$ cat src/rtl/bankrf_pkg.sv
package bankrf_pkg;

  typedef enum logic [4:0] {
    MD_USR = 5'b10000,
    MD_FIQ = 5'b10001,
    MD_IRQ = 5'b10010,
    MD_SVC = 5'b10011,
    MD_ABT = 5'b10111,
    MD_UND = 5'b11011,
    MD_SYS = 5'b11111
  } mode_e;

  typedef enum logic [2:0] {
    BK_USR = 3'd0,
    BK_FIQ = 3'd1,
    BK_IRQ = 3'd2,
    BK_SVC = 3'd3,
    BK_ABT = 3'd4,
    BK_UND = 3'd5
  } bank_e;

  localparam int IDX_W      = 4;
  localparam int NUM_SHARED = 15;                 // R0..R14 of user/system
  localparam int FIQ_PRIV   = 7;                  // R8..R14 of fast interrupt
  localparam int NUM_EXC4   = 4;                  // irq, svc, abt, und
  localparam int NUM_PHYS   = NUM_SHARED + FIQ_PRIV + 2 * NUM_EXC4;
  localparam int PHYS_W     = $clog2(NUM_PHYS);
  localparam int NUM_SPS    = 5;
  localparam int SPS_W      = $clog2(NUM_SPS);

  function automatic logic is_exc_mode(logic [4:0] m);
    return (m == MD_FIQ) || (m == MD_IRQ) || (m == MD_SVC) ||
           (m == MD_ABT) || (m == MD_UND);
  endfunction

endpackage

$ cat src/rtl/bank_decode.sv
module bank_decode
  import bankrf_pkg::*;
(
  input  logic [4:0] mode,
  output bank_e      bank
);
  always_comb begin
    unique case (mode)
      MD_FIQ:  bank = BK_FIQ;
      MD_IRQ:  bank = BK_IRQ;
      MD_SVC:  bank = BK_SVC;
      MD_ABT:  bank = BK_ABT;
      MD_UND:  bank = BK_UND;
      default: bank = BK_USR;
    endcase
  end
endmodule

$ cat src/rtl/phys_map.sv
module phys_map
  import bankrf_pkg::*;
(
  input  bank_e              bank,
  input  logic [IDX_W-1:0]   idx,
  output logic [PHYS_W-1:0]  phys,
  output logic               is_pc
);
  localparam int FIQ_BASE = NUM_SHARED;        // holds fiq R8..R14
  localparam int EXC_BASE = FIQ_BASE + FIQ_PRIV; // pairs of R13/R14

  logic [PHYS_W-1:0] sp_base;

  always_comb begin
    unique case (bank)
      BK_FIQ:  sp_base = PHYS_W'(FIQ_BASE + 5);
      BK_IRQ:  sp_base = PHYS_W'(EXC_BASE + 0);
      BK_SVC:  sp_base = PHYS_W'(EXC_BASE + 2);
      BK_ABT:  sp_base = PHYS_W'(EXC_BASE + 4);
      BK_UND:  sp_base = PHYS_W'(EXC_BASE + 6);
      default: sp_base = PHYS_W'(13);
    endcase
  end

  always_comb begin
    is_pc = (idx == 4'hF);
    if (idx < 4'd8) begin
      phys = PHYS_W'(idx);
    end else if (idx < 4'd13) begin
      phys = (bank == BK_FIQ) ? PHYS_W'(FIQ_BASE) + PHYS_W'(idx - 4'd8)
                              : PHYS_W'(idx);
    end else if (idx == 4'd13) begin
      phys = sp_base;
    end else begin
      phys = sp_base + PHYS_W'(1);  // idx 14; idx 15 handled by is_pc
    end
  end
endmodule

$ cat src/rtl/gpr_store.sv
module gpr_store
  import bankrf_pkg::*;
#(
  parameter int DATA_W = 32,
  parameter int NUM_RD = 2
) (
  input  logic               clk,
  input  logic               rst_n,
  input  logic               wr_en,
  input  logic [PHYS_W-1:0]  wr_phys,
  input  logic [DATA_W-1:0]  wr_data,
  input  logic [PHYS_W-1:0]  rd_phys [NUM_RD],
  output logic [DATA_W-1:0]  rd_data [NUM_RD]
);
  logic [DATA_W-1:0] regs [NUM_PHYS];

  always_ff @(posedge clk or negedge rst_n) begin
    if (!rst_n) begin
      for (int k = 0; k < NUM_PHYS; k++) regs[k] <= '0;
    end else if (wr_en) begin
      regs[wr_phys] <= wr_data;
    end
  end

  for (genvar g = 0; g < NUM_RD; g++) begin : g_rd
    assign rd_data[g] = (wr_en && (wr_phys == rd_phys[g])) ? wr_data
                                                           : regs[rd_phys[g]];
  end
endmodule

$ cat src/rtl/sps_store.sv
module sps_store
  import bankrf_pkg::*;
#(
  parameter int DATA_W = 32
) (
  input  logic              clk,
  input  logic              rst_n,
  input  bank_e             bank,
  input  logic              wr_en,
  input  logic [DATA_W-1:0] wr_data,
  output logic [DATA_W-1:0] rd_data
);
  logic [DATA_W-1:0] sps [NUM_SPS];
  logic              has_sps;
  logic [SPS_W-1:0]  slot;

  assign has_sps = (bank != BK_USR);
  assign slot    = SPS_W'(bank - 3'd1);

  always_ff @(posedge clk or negedge rst_n) begin
    if (!rst_n) begin
      for (int k = 0; k < NUM_SPS; k++) sps[k] <= '0;
    end else if (wr_en && has_sps) begin
      sps[slot] <= wr_data;
    end
  end

  always_comb begin
    if (!has_sps)    rd_data = '0;
    else if (wr_en)  rd_data = wr_data;
    else             rd_data = sps[slot];
  end
endmodule

$ cat src/rtl/banked_regfile.sv
module banked_regfile
  import bankrf_pkg::*;
#(
  parameter int DATA_W = 32
) (
  input  logic              clk,
  input  logic              rst_n,
  input  logic [4:0]        mode,
  input  logic [DATA_W-1:0] pc_in,
  input  logic [3:0]        rd_a_idx,
  output logic [DATA_W-1:0] rd_a_data,
  input  logic [3:0]        rd_b_idx,
  output logic [DATA_W-1:0] rd_b_data,
  input  logic              wr_en,
  input  logic [3:0]        wr_idx,
  input  logic [DATA_W-1:0] wr_data,
  input  logic              sps_wr_en,
  input  logic [DATA_W-1:0] sps_wr_data,
  output logic [DATA_W-1:0] sps_rd_data
);
  localparam int NUM_RD = 2;

  bank_e             bank;
  logic [IDX_W-1:0]  rd_idx     [NUM_RD];
  logic [PHYS_W-1:0] rd_phys    [NUM_RD];
  logic              rd_is_pc   [NUM_RD];
  logic [DATA_W-1:0] rd_store   [NUM_RD];
  logic [DATA_W-1:0] rd_out     [NUM_RD];
  logic [PHYS_W-1:0] wr_phys;
  logic              wr_is_pc;

  assign rd_idx[0] = rd_a_idx;
  assign rd_idx[1] = rd_b_idx;

  bank_decode u_dec (.mode(mode), .bank(bank));

  for (genvar g = 0; g < NUM_RD; g++) begin : g_rport
    phys_map u_map (
      .bank (bank),
      .idx  (rd_idx[g]),
      .phys (rd_phys[g]),
      .is_pc(rd_is_pc[g])
    );
    assign rd_out[g] = rd_is_pc[g] ? pc_in : rd_store[g];
  end

  phys_map u_wmap (
    .bank (bank),
    .idx  (wr_idx),
    .phys (wr_phys),
    .is_pc(wr_is_pc)
  );

  gpr_store #(.DATA_W(DATA_W), .NUM_RD(NUM_RD)) u_gpr (
    .clk    (clk),
    .rst_n  (rst_n),
    .wr_en  (wr_en && !wr_is_pc),
    .wr_phys(wr_phys),
    .wr_data(wr_data),
    .rd_phys(rd_phys),
    .rd_data(rd_store)
  );

  sps_store #(.DATA_W(DATA_W)) u_sps (
    .clk    (clk),
    .rst_n  (rst_n),
    .bank   (bank),
    .wr_en  (sps_wr_en),
    .wr_data(sps_wr_data),
    .rd_data(sps_rd_data)
  );

  assign rd_a_data = rd_out[0];
  assign rd_b_data = rd_out[1];
endmodule

$ cat config.mk
export PLATFORM = sky130hd
export DESIGN_NAME = banked_regfile
export DESIGN_NICKNAME = d
export VERILOG_FILES = /design/src/rtl/bankrf_pkg.sv /design/src/rtl/bank_decode.sv /design/src/rtl/phys_map.sv /design/src/rtl/gpr_store.sv /design/src/rtl/sps_store.sv /design/src/rtl/banked_regfile.sv
export SDC_FILE = /design/constraint.sdc
export NUM_CORES = 2
export LEC_CHECK = 0
export ABC_AREA = 1
export BUFFER_PORTS_ARGS = -buffer_cell sky130_fd_sc_hd__buf_2
export CORE_ASPECT_RATIO = 1.1
export CORE_UTILIZATION = 30
export CTS_BUF_LIST = sky130_fd_sc_hd__clkbuf_8
export CTS_CLUSTER_SIZE = 12
export DETAILED_ROUTE_END_ITERATION = 6
export GPL_TIMING_DRIVEN = 0
export PLACE_DENSITY = 0.41
export SLEW_MARGIN = 10
export SYNTH_ARGS = -nofsm -noshare
export SYNTH_HDL_FRONTEND = slang
export SYNTH_SLANG_ARGS = --single-unit
$ cat constraint.sdc
create_clock -name clk -period 12.2 [get_ports clk]
set_input_delay 3.66 -clock clk [delete_from_list [all_inputs] [get_ports clk]]
set_output_delay 3.66 -clock clk [all_outputs]
set_load 0.1 [all_outputs]
### Word level (Yosys, flattened, before mapping)

Cells that the tools add are included.

| word-level totals | value |
|---|---|
| output and inout port bits | 96 |
| bits of input ports | 117 |
| register bits | 1,120 |

| cells by class | value |
|---|---|
| equal/unequal tests | 18 |
| bitwise logic cells | 4 |
| order comparisons | 12 |
| reduce and logical (&&, ||, !) cells | 8 |
| mux-type cells | 35 |
| add/sub/neg operators | 8 |

Operators by type and width:

| kind | number |
|---|---|
| 960-bit bitwise mux | 1 |
| 32-bit two-way mux | 14 |
| 32-bit binary-select mux with 5-bit select | 2 |
| 160-bit bitwise mux | 1 |
| 32-bit demux with 5-bit select | 1 |
| 32-bit binary-select mux with 3-bit select | 1 |
| 32-bit demux with 3-bit select | 1 |
| 5-bit two-way mux | 12 |
| 5-bit equality test, second input constant | 5 |
| 5-bit one-hot mux with 5 select lines | 1 |
| 4-bit equality test, second input constant | 6 |
| 4-bit less-than comparator, second input constant | 6 |
| 6-bit greater-or-equal comparator, second input constant | 3 |
| 5-bit NOT with 6-bit output | 3 |
| 4-bit by 5-bit adder with 5-bit output, first input constant | 3 |
| 3-bit one-hot mux with 5 select lines | 1 |
| 4-bit by 4-bit subtractor with 5-bit output, second input constant | 3 |
| 5-bit equality test | 2 |
| 3-bit by 2-bit equality test with 1-bit output, second input constant | 2 |
| 3-bit equality test, second input constant | 2 |
| 1-bit logical AND | 6 |
| 6-bit by 1-bit less-than comparator with 1-bit output, second input constant | 1 |
| 5-bit by 1-bit adder with 5-bit output, second input constant | 1 |
| 4-bit greater-or-equal comparator, second input constant | 1 |
| other kinds (6) | 6 |

### Longest topological paths before layout

| logic depth | value |
|---|---|
| depth in word-level cells | 14 |
| depth in mapped cells | 32 |
| depth with buffers taken out | 28 |

### Cells and area by module

Synthesis repeated with hierarchy kept, for this count alone.

| second synthesis, totals | value |
|---|---|
| cell total of the unflattened synthesis | 9,812 |
| area, all modules | 64,929.8 µm² |

Modules (own cells, without submodules):

| module | sequential area each (µm²) | instances | area an instance (µm²) | cells each |
|---|---|---|---|---|
| gpr_store | 24,023.0 | 1 | 54,292.1 | 8,129 |
| sps_store | 4,003.8 | 1 | 8,774.7 | 1,293 |
| banked_regfile | 0.0 | 1 | 940.9 | 210 |
| phys_map | 0.0 | 3 | 289.0 | 56 |
| bank_decode | 0.0 | 1 | 55.1 | 12 |

### Worst setup path before layout

Ideal clock, no wire load.

| timing | value |
|---|---|
| path kind | input to output |
| start point | input mode[2] |
| end point | output rd_b_data[23] |
| path buffers | 4 |
| slack | 0.007 ns |
| required time | 8.540 ns |
| arrival | 8.533 ns |
| stages | 25 |
| cell sequence | inv_1 -> nand2_2 -> inv_1 -> nand3_1 -> ha_1 -> nand2_1 -> nand2_1 -> inv_1 -> clkbuf_1 -> buf_1 -> ha_1 -> nand2_4 -> buf_6 -> o21ai_1 -> nand3_2 -> a21oi_2 -> clkbuf_1 -> nand2_1 -> nand2_1 -> nor2_1 -> nand2_1 -> nand3_1 -> nand2_1 -> nand2_1 -> a21oi_1 |

| on the way | value |
|---|---|
| cells in the longest elaborated chain, start to end | 14 |

Ends and longest elaborated chain:

| what | RTL line | source |
|---|---|---|
| from (decl) | banked_regfile.sv:8 | `input logic [4:0] mode,` |
| 5-bit equality test | bank_decode.sv:8 | `unique case (mode)` |
| 3-bit one-hot mux with 5 select lines (*) | bank_decode.sv:8 |  |
| 3-bit equality test, or another cell as far along | phys_map.sv:15 | `unique case (bank)` |
| 5-bit one-hot mux with 5 select lines | phys_map.sv:15 |  |
| 5-bit by 1-bit adder with 5-bit output | phys_map.sv:35 | `phys = sp_base + PHYS_W'(1);` |
| 5-bit two-way mux | phys_map.sv:32 | `end else if (idx == 4'd13) begin` |
| 5-bit two-way mux | phys_map.sv:29 | `end else if (idx < 4'd13) begin` |
| 5-bit two-way mux | phys_map.sv:27 | `if (idx < 4'd8) begin` |
| 5-bit NOT with 6-bit output (not written as such) | gpr_store.sv:27 | `: regs[rd_phys[g]];` |
| 32-bit binary-select mux with 5-bit select | gpr_store.sv:27 |  |
| 32-bit two-way mux (not written as such) (2 in a row) | gpr_store.sv:27 |  |
| 32-bit two-way mux (*) | gpr_store.sv:26 | `assign rd_data[g] = (wr_en && (wr_phys == rd_phys[g])) ? wr_data` |
| 32-bit two-way mux (*) | banked_regfile.sv:44 | `assign rd_out[g] = rd_is_pc[g] ? pc_in : rd_store[g];` |
| to (decl) | banked_regfile.sv:13 | `output logic [DATA_W-1:0] rd_b_data,` |

Every way passes the cells marked *; elsewhere a longest branch is shown, timed or not. The select of a mux whose other input is x is not followed.

### Worst setup path in the final report

| timing | value |
|---|---|
| start point | input mode[2] |
| end point | output rd_a_data[7] |

| on the way | value |
|---|---|
| cells in the longest elaborated chain, start to end | 14 |

Ends and longest elaborated chain:

| what | RTL line | source |
|---|---|---|
| 5-bit equality test | bank_decode.sv:8 |  |
| 3-bit one-hot mux with 5 select lines (*) | bank_decode.sv:8 |  |
| 3-bit equality test, or another cell as far along | phys_map.sv:15 |  |
| 5-bit one-hot mux with 5 select lines | phys_map.sv:15 |  |
| 5-bit by 1-bit adder with 5-bit output | phys_map.sv:35 |  |
| 5-bit two-way mux | phys_map.sv:32 |  |
| 5-bit two-way mux | phys_map.sv:29 |  |
| 5-bit two-way mux | phys_map.sv:27 |  |
| 5-bit NOT with 6-bit output (not written as such) | gpr_store.sv:27 |  |
| 32-bit binary-select mux with 5-bit select | gpr_store.sv:27 |  |
| 32-bit two-way mux (not written as such) (2 in a row) | gpr_store.sv:27 |  |
| 32-bit two-way mux (*) | gpr_store.sv:26 |  |
| 32-bit two-way mux (*) | banked_regfile.sv:44 |  |
| to (decl) | banked_regfile.sv:11 | `output logic [DATA_W-1:0] rd_a_data,` |

Marked as above.

==> flow_summary.toml <==
[yosys]
ys_seq_area_share_pct = 42.5
synth_nets = 9847
async_flop_share_pct = 100
syn_area_per_cell_um2 = 6.78
synth_top_cell_by_area = "dfrtp_1"
synth.area.top_cells = "dfrtp_1 43%, nand2_1 19%, nand3_1 11%, o21ai_0 10%, inv_1 3.6%"
yosysMostFrequentCell = "nand2_1"
synth-seq-cells = 1120
synth_common_cells = "3,308 x nand2_1, 1,503 x nand3_1, 1,326 x o21ai_0"
synth_cells = 9713
synth_top_flop_cell = "dfrtp_1"
netlist_area_um2 = 65900
ys_types = 48
synth_top_cell_area_share_pct = 42.5
synth-edff-count = 0
yosys_warnings = 0

[drt]
antenna_left = 0
dr.first_iter.drc_count = 12500
drc_errors = 3
routed_via_density = 5.93
firstDrtPassIters = 7
drt_wl_total_mm = 538
vias = 79000
routedWlPerCell_um = 40.4

[critical_path]
path_max_fanout = 11
crit_type = "input port to output port"
r2r_start = "u_gpr.regs[888]"
slowest_delay_ns = 0.48
crit_slowest_cell = "o21ai_0"
critPathCaptureType = "output port"
startpoint_type = "input port"
worstReg2RegEnd = "u_gpr.regs[888]"
rrSetupSlack_ns = 11.21
critPathRequiredTime_ns = 8.54
reg2reg_depth = 2
path_common_cell = "nand3_1"
cp.arrival_ns = 8.66

[place]
gp_congestion = 1.11
port_buffers = 209
hpwl_mm = 408
dpl.cell_count = 12800

[timing]
fin_skew_ns = 0
setup_viol = 20
fmax_mhz = 81.2
worst_slack_ns = -0.121
relSlewSlack_pct = -1.11
period_needed_ns = 12.32
final.setup.tns_ns = -0.847
hold_viol_final = 0
fin_crit_sh_pct = 101
slew_viol_final = 11
hold_slack_ns = 0.483
rsz0062_at_grt = "yes"
worst_slew_pin_slew_ns = 1.52

[hold_path]
hp-class = "flip-flop to flip-flop"
whs_path_depth = 2
holdCritStartpoint = "u_gpr.regs[65]"
min_to = "u_gpr.regs[65]"

[job]
max_cap_violations = 1

[clock_tree]
numCtsBuffers = 215
cts.sink_count = 1120
path_clk_slew_ns = 0.05
htree_levels = 4
cts_root_buf = "clkbuf_8"
clockBufferDepth = 3
cts_tree = "built"
clk_latency_ns = 1.10
holdBufCountCts = 0

[global_route]
grt_max_degree = 144
antenna_found_initial = 100
grt_overflow = 0
gr-usage-met2_pct = 68.1
grt-busiest-layer = "met2"
grt_pass1_vias = 71800
gr-usage-met3_pct = 14.5
grt_use_met1_pct = 56.4
grt_pass1_wl_mm = 694
grt_use_total_pct = 47.3

[final_layout]
final_cells = 13300
area_growth_pct = 19.7
fill_cells = 24000
final_nets = 10300
final_layout_size_suffix_gt1_share_pct = 13.6

[floorplan]
fp.dieArea_um2 = 221000
fp-row-count = 180
die_h_um = 493
pin_count = 213
core_um2 = 218000
die-width_um = 449
initial_core_util_pct = 30.2

[power_and_ir_drop]
power.switching_uw = 5860
p_comb_share_pct = 31.8
max-vdd-ir-drop_mv = 0.125
power.total_uw = 13400
p_int_uw = 7540
clkPwrFrac_pct = 31.7
p_leak_uw = 0.0378
sequentialPowerShare_pct = 36.4
power_density_nw_per_um2 = 170
swShare_pct = 43.7

[status]
violations = "DRC, capacitance limit, slew limit, setup timing"
status = "complete, but fails checks"
==> placed cells by master (no fill, tap or decap), drive strengths merged, types with 9 or more instances in the layout <==
cell type,instances
clkbuf,703
bufinv,9
a21oi,153
ha,17
clkinv,28
buf,623
nand2,3344
dfrtp,1120
and3,31
diode,74
nor2,539
o21ai,1350
o22ai,33
inv,710
nand3,1507
o211ai,108
nand3b,29
==> critical path, delay by kind of cell <==
family,cells,cell delay [ns]
AOI/OAI and AO/OA,2,0.71
adders and majority gates,2,0.52
buffers and inverters,8,1.53
and+or+nand+nor,14,2.19
==> registers in the layout, summed over array words and instances, names as in the netlist <==
register	count
u_gpr.regs	960
u_sps.sps	160
==> layer usage <==
| layer | vias up | wire (um) |
|---|---|---|
| li1 | 32500 | - |
| met1 | 38900 | 200000 |
| met2 | 5851 | 222000 |
| met3 | 1771 | 57300 |
| met4 | 32 | 58500 |
| met5 | - | 260 |
==> final cells by class <==
cell class                      instances  area [um^2]  area share [%]
Buffer                                810         4950            6.28
Inverter                              644         2430            3.08
Clock buffer                          279         3840            4.87
Clock inverter                        106          845            1.07
Tap cell                             2912         3640            4.62
Antenna cell                           74          185           0.235
Timing Repair Buffer                  245         2040            2.58
Sequential cell                      1120        28000            35.5
Multi-Input combinational cell       7138        32900            41.7
==> per-stage QoR <==
stage / worst slack, ns / utilization [%] / cell area (um^2)
after floorplan: 0.00739 / - / 65900
after global placement: -19.71 / 32.3 / 70600
after detailed placement: -2.79 / 32.5 / 71000
after CTS: 0.00112 / 35.7 / 78000
after global routing: -0.0577 / 36.0 / 78700
final: -0.121 / 36.1 / 78900
==> power by group through the flow <==
stage | Combinational, uW | Sequential, uW | Clock, uW
6_report | 4260 | 4880 | 4250
5_1_grt | 4340 | 4900 | 4420
4_1_cts | 3980 | 4840 | 4260
3_5_place_dp | 3800 | 4890 | 0
3_3_place_gp | 3750 | 4900 | 0
2_1_floorplan | 2040 | 4590 | 0
==> kinds of logic after synthesis <==
logic type,Yosys count,synth area share [%]
AO/OA/AOI/OAI,1651,13.1
XOR/XNOR,7,0.104
adder cells (fa/ha/maj),17,0.323
buffers and inverters,1456,9.25
flip-flops,1120,42.5
AND/OR/NAND/NOR,5462,34.6
==> worst max-delay path by stage <==
stage / cells after the start / endpoint / startpoint / slack [ns]
2_1_floorplan: 25 / rd_b_data[23] / mode[2] / 0.007
3_3_place_gp: 1 / u_gpr.regs[87] / rst_n / -19.71
3_5_place_dp: 27 / rd_a_data[11] / mode[2] / -2.79
4_1_cts: 30 / rd_b_data[19] / mode[2] / 0.001
5_1_grt: 28 / rd_a_data[7] / mode[4] / -0.06
6_report: 26 / rd_a_data[7] / mode[2] / -0.12
==> repair_timing <==
item | CTS | global route
setup endpoints to repair | 69 | 64
buffers inserted | 19 | 3
gates cloned | 1 | 0
resized for setup | 662 | 224
pin swaps | 5 | 8
No activity file was read; power rests on OpenSTA's default activity.
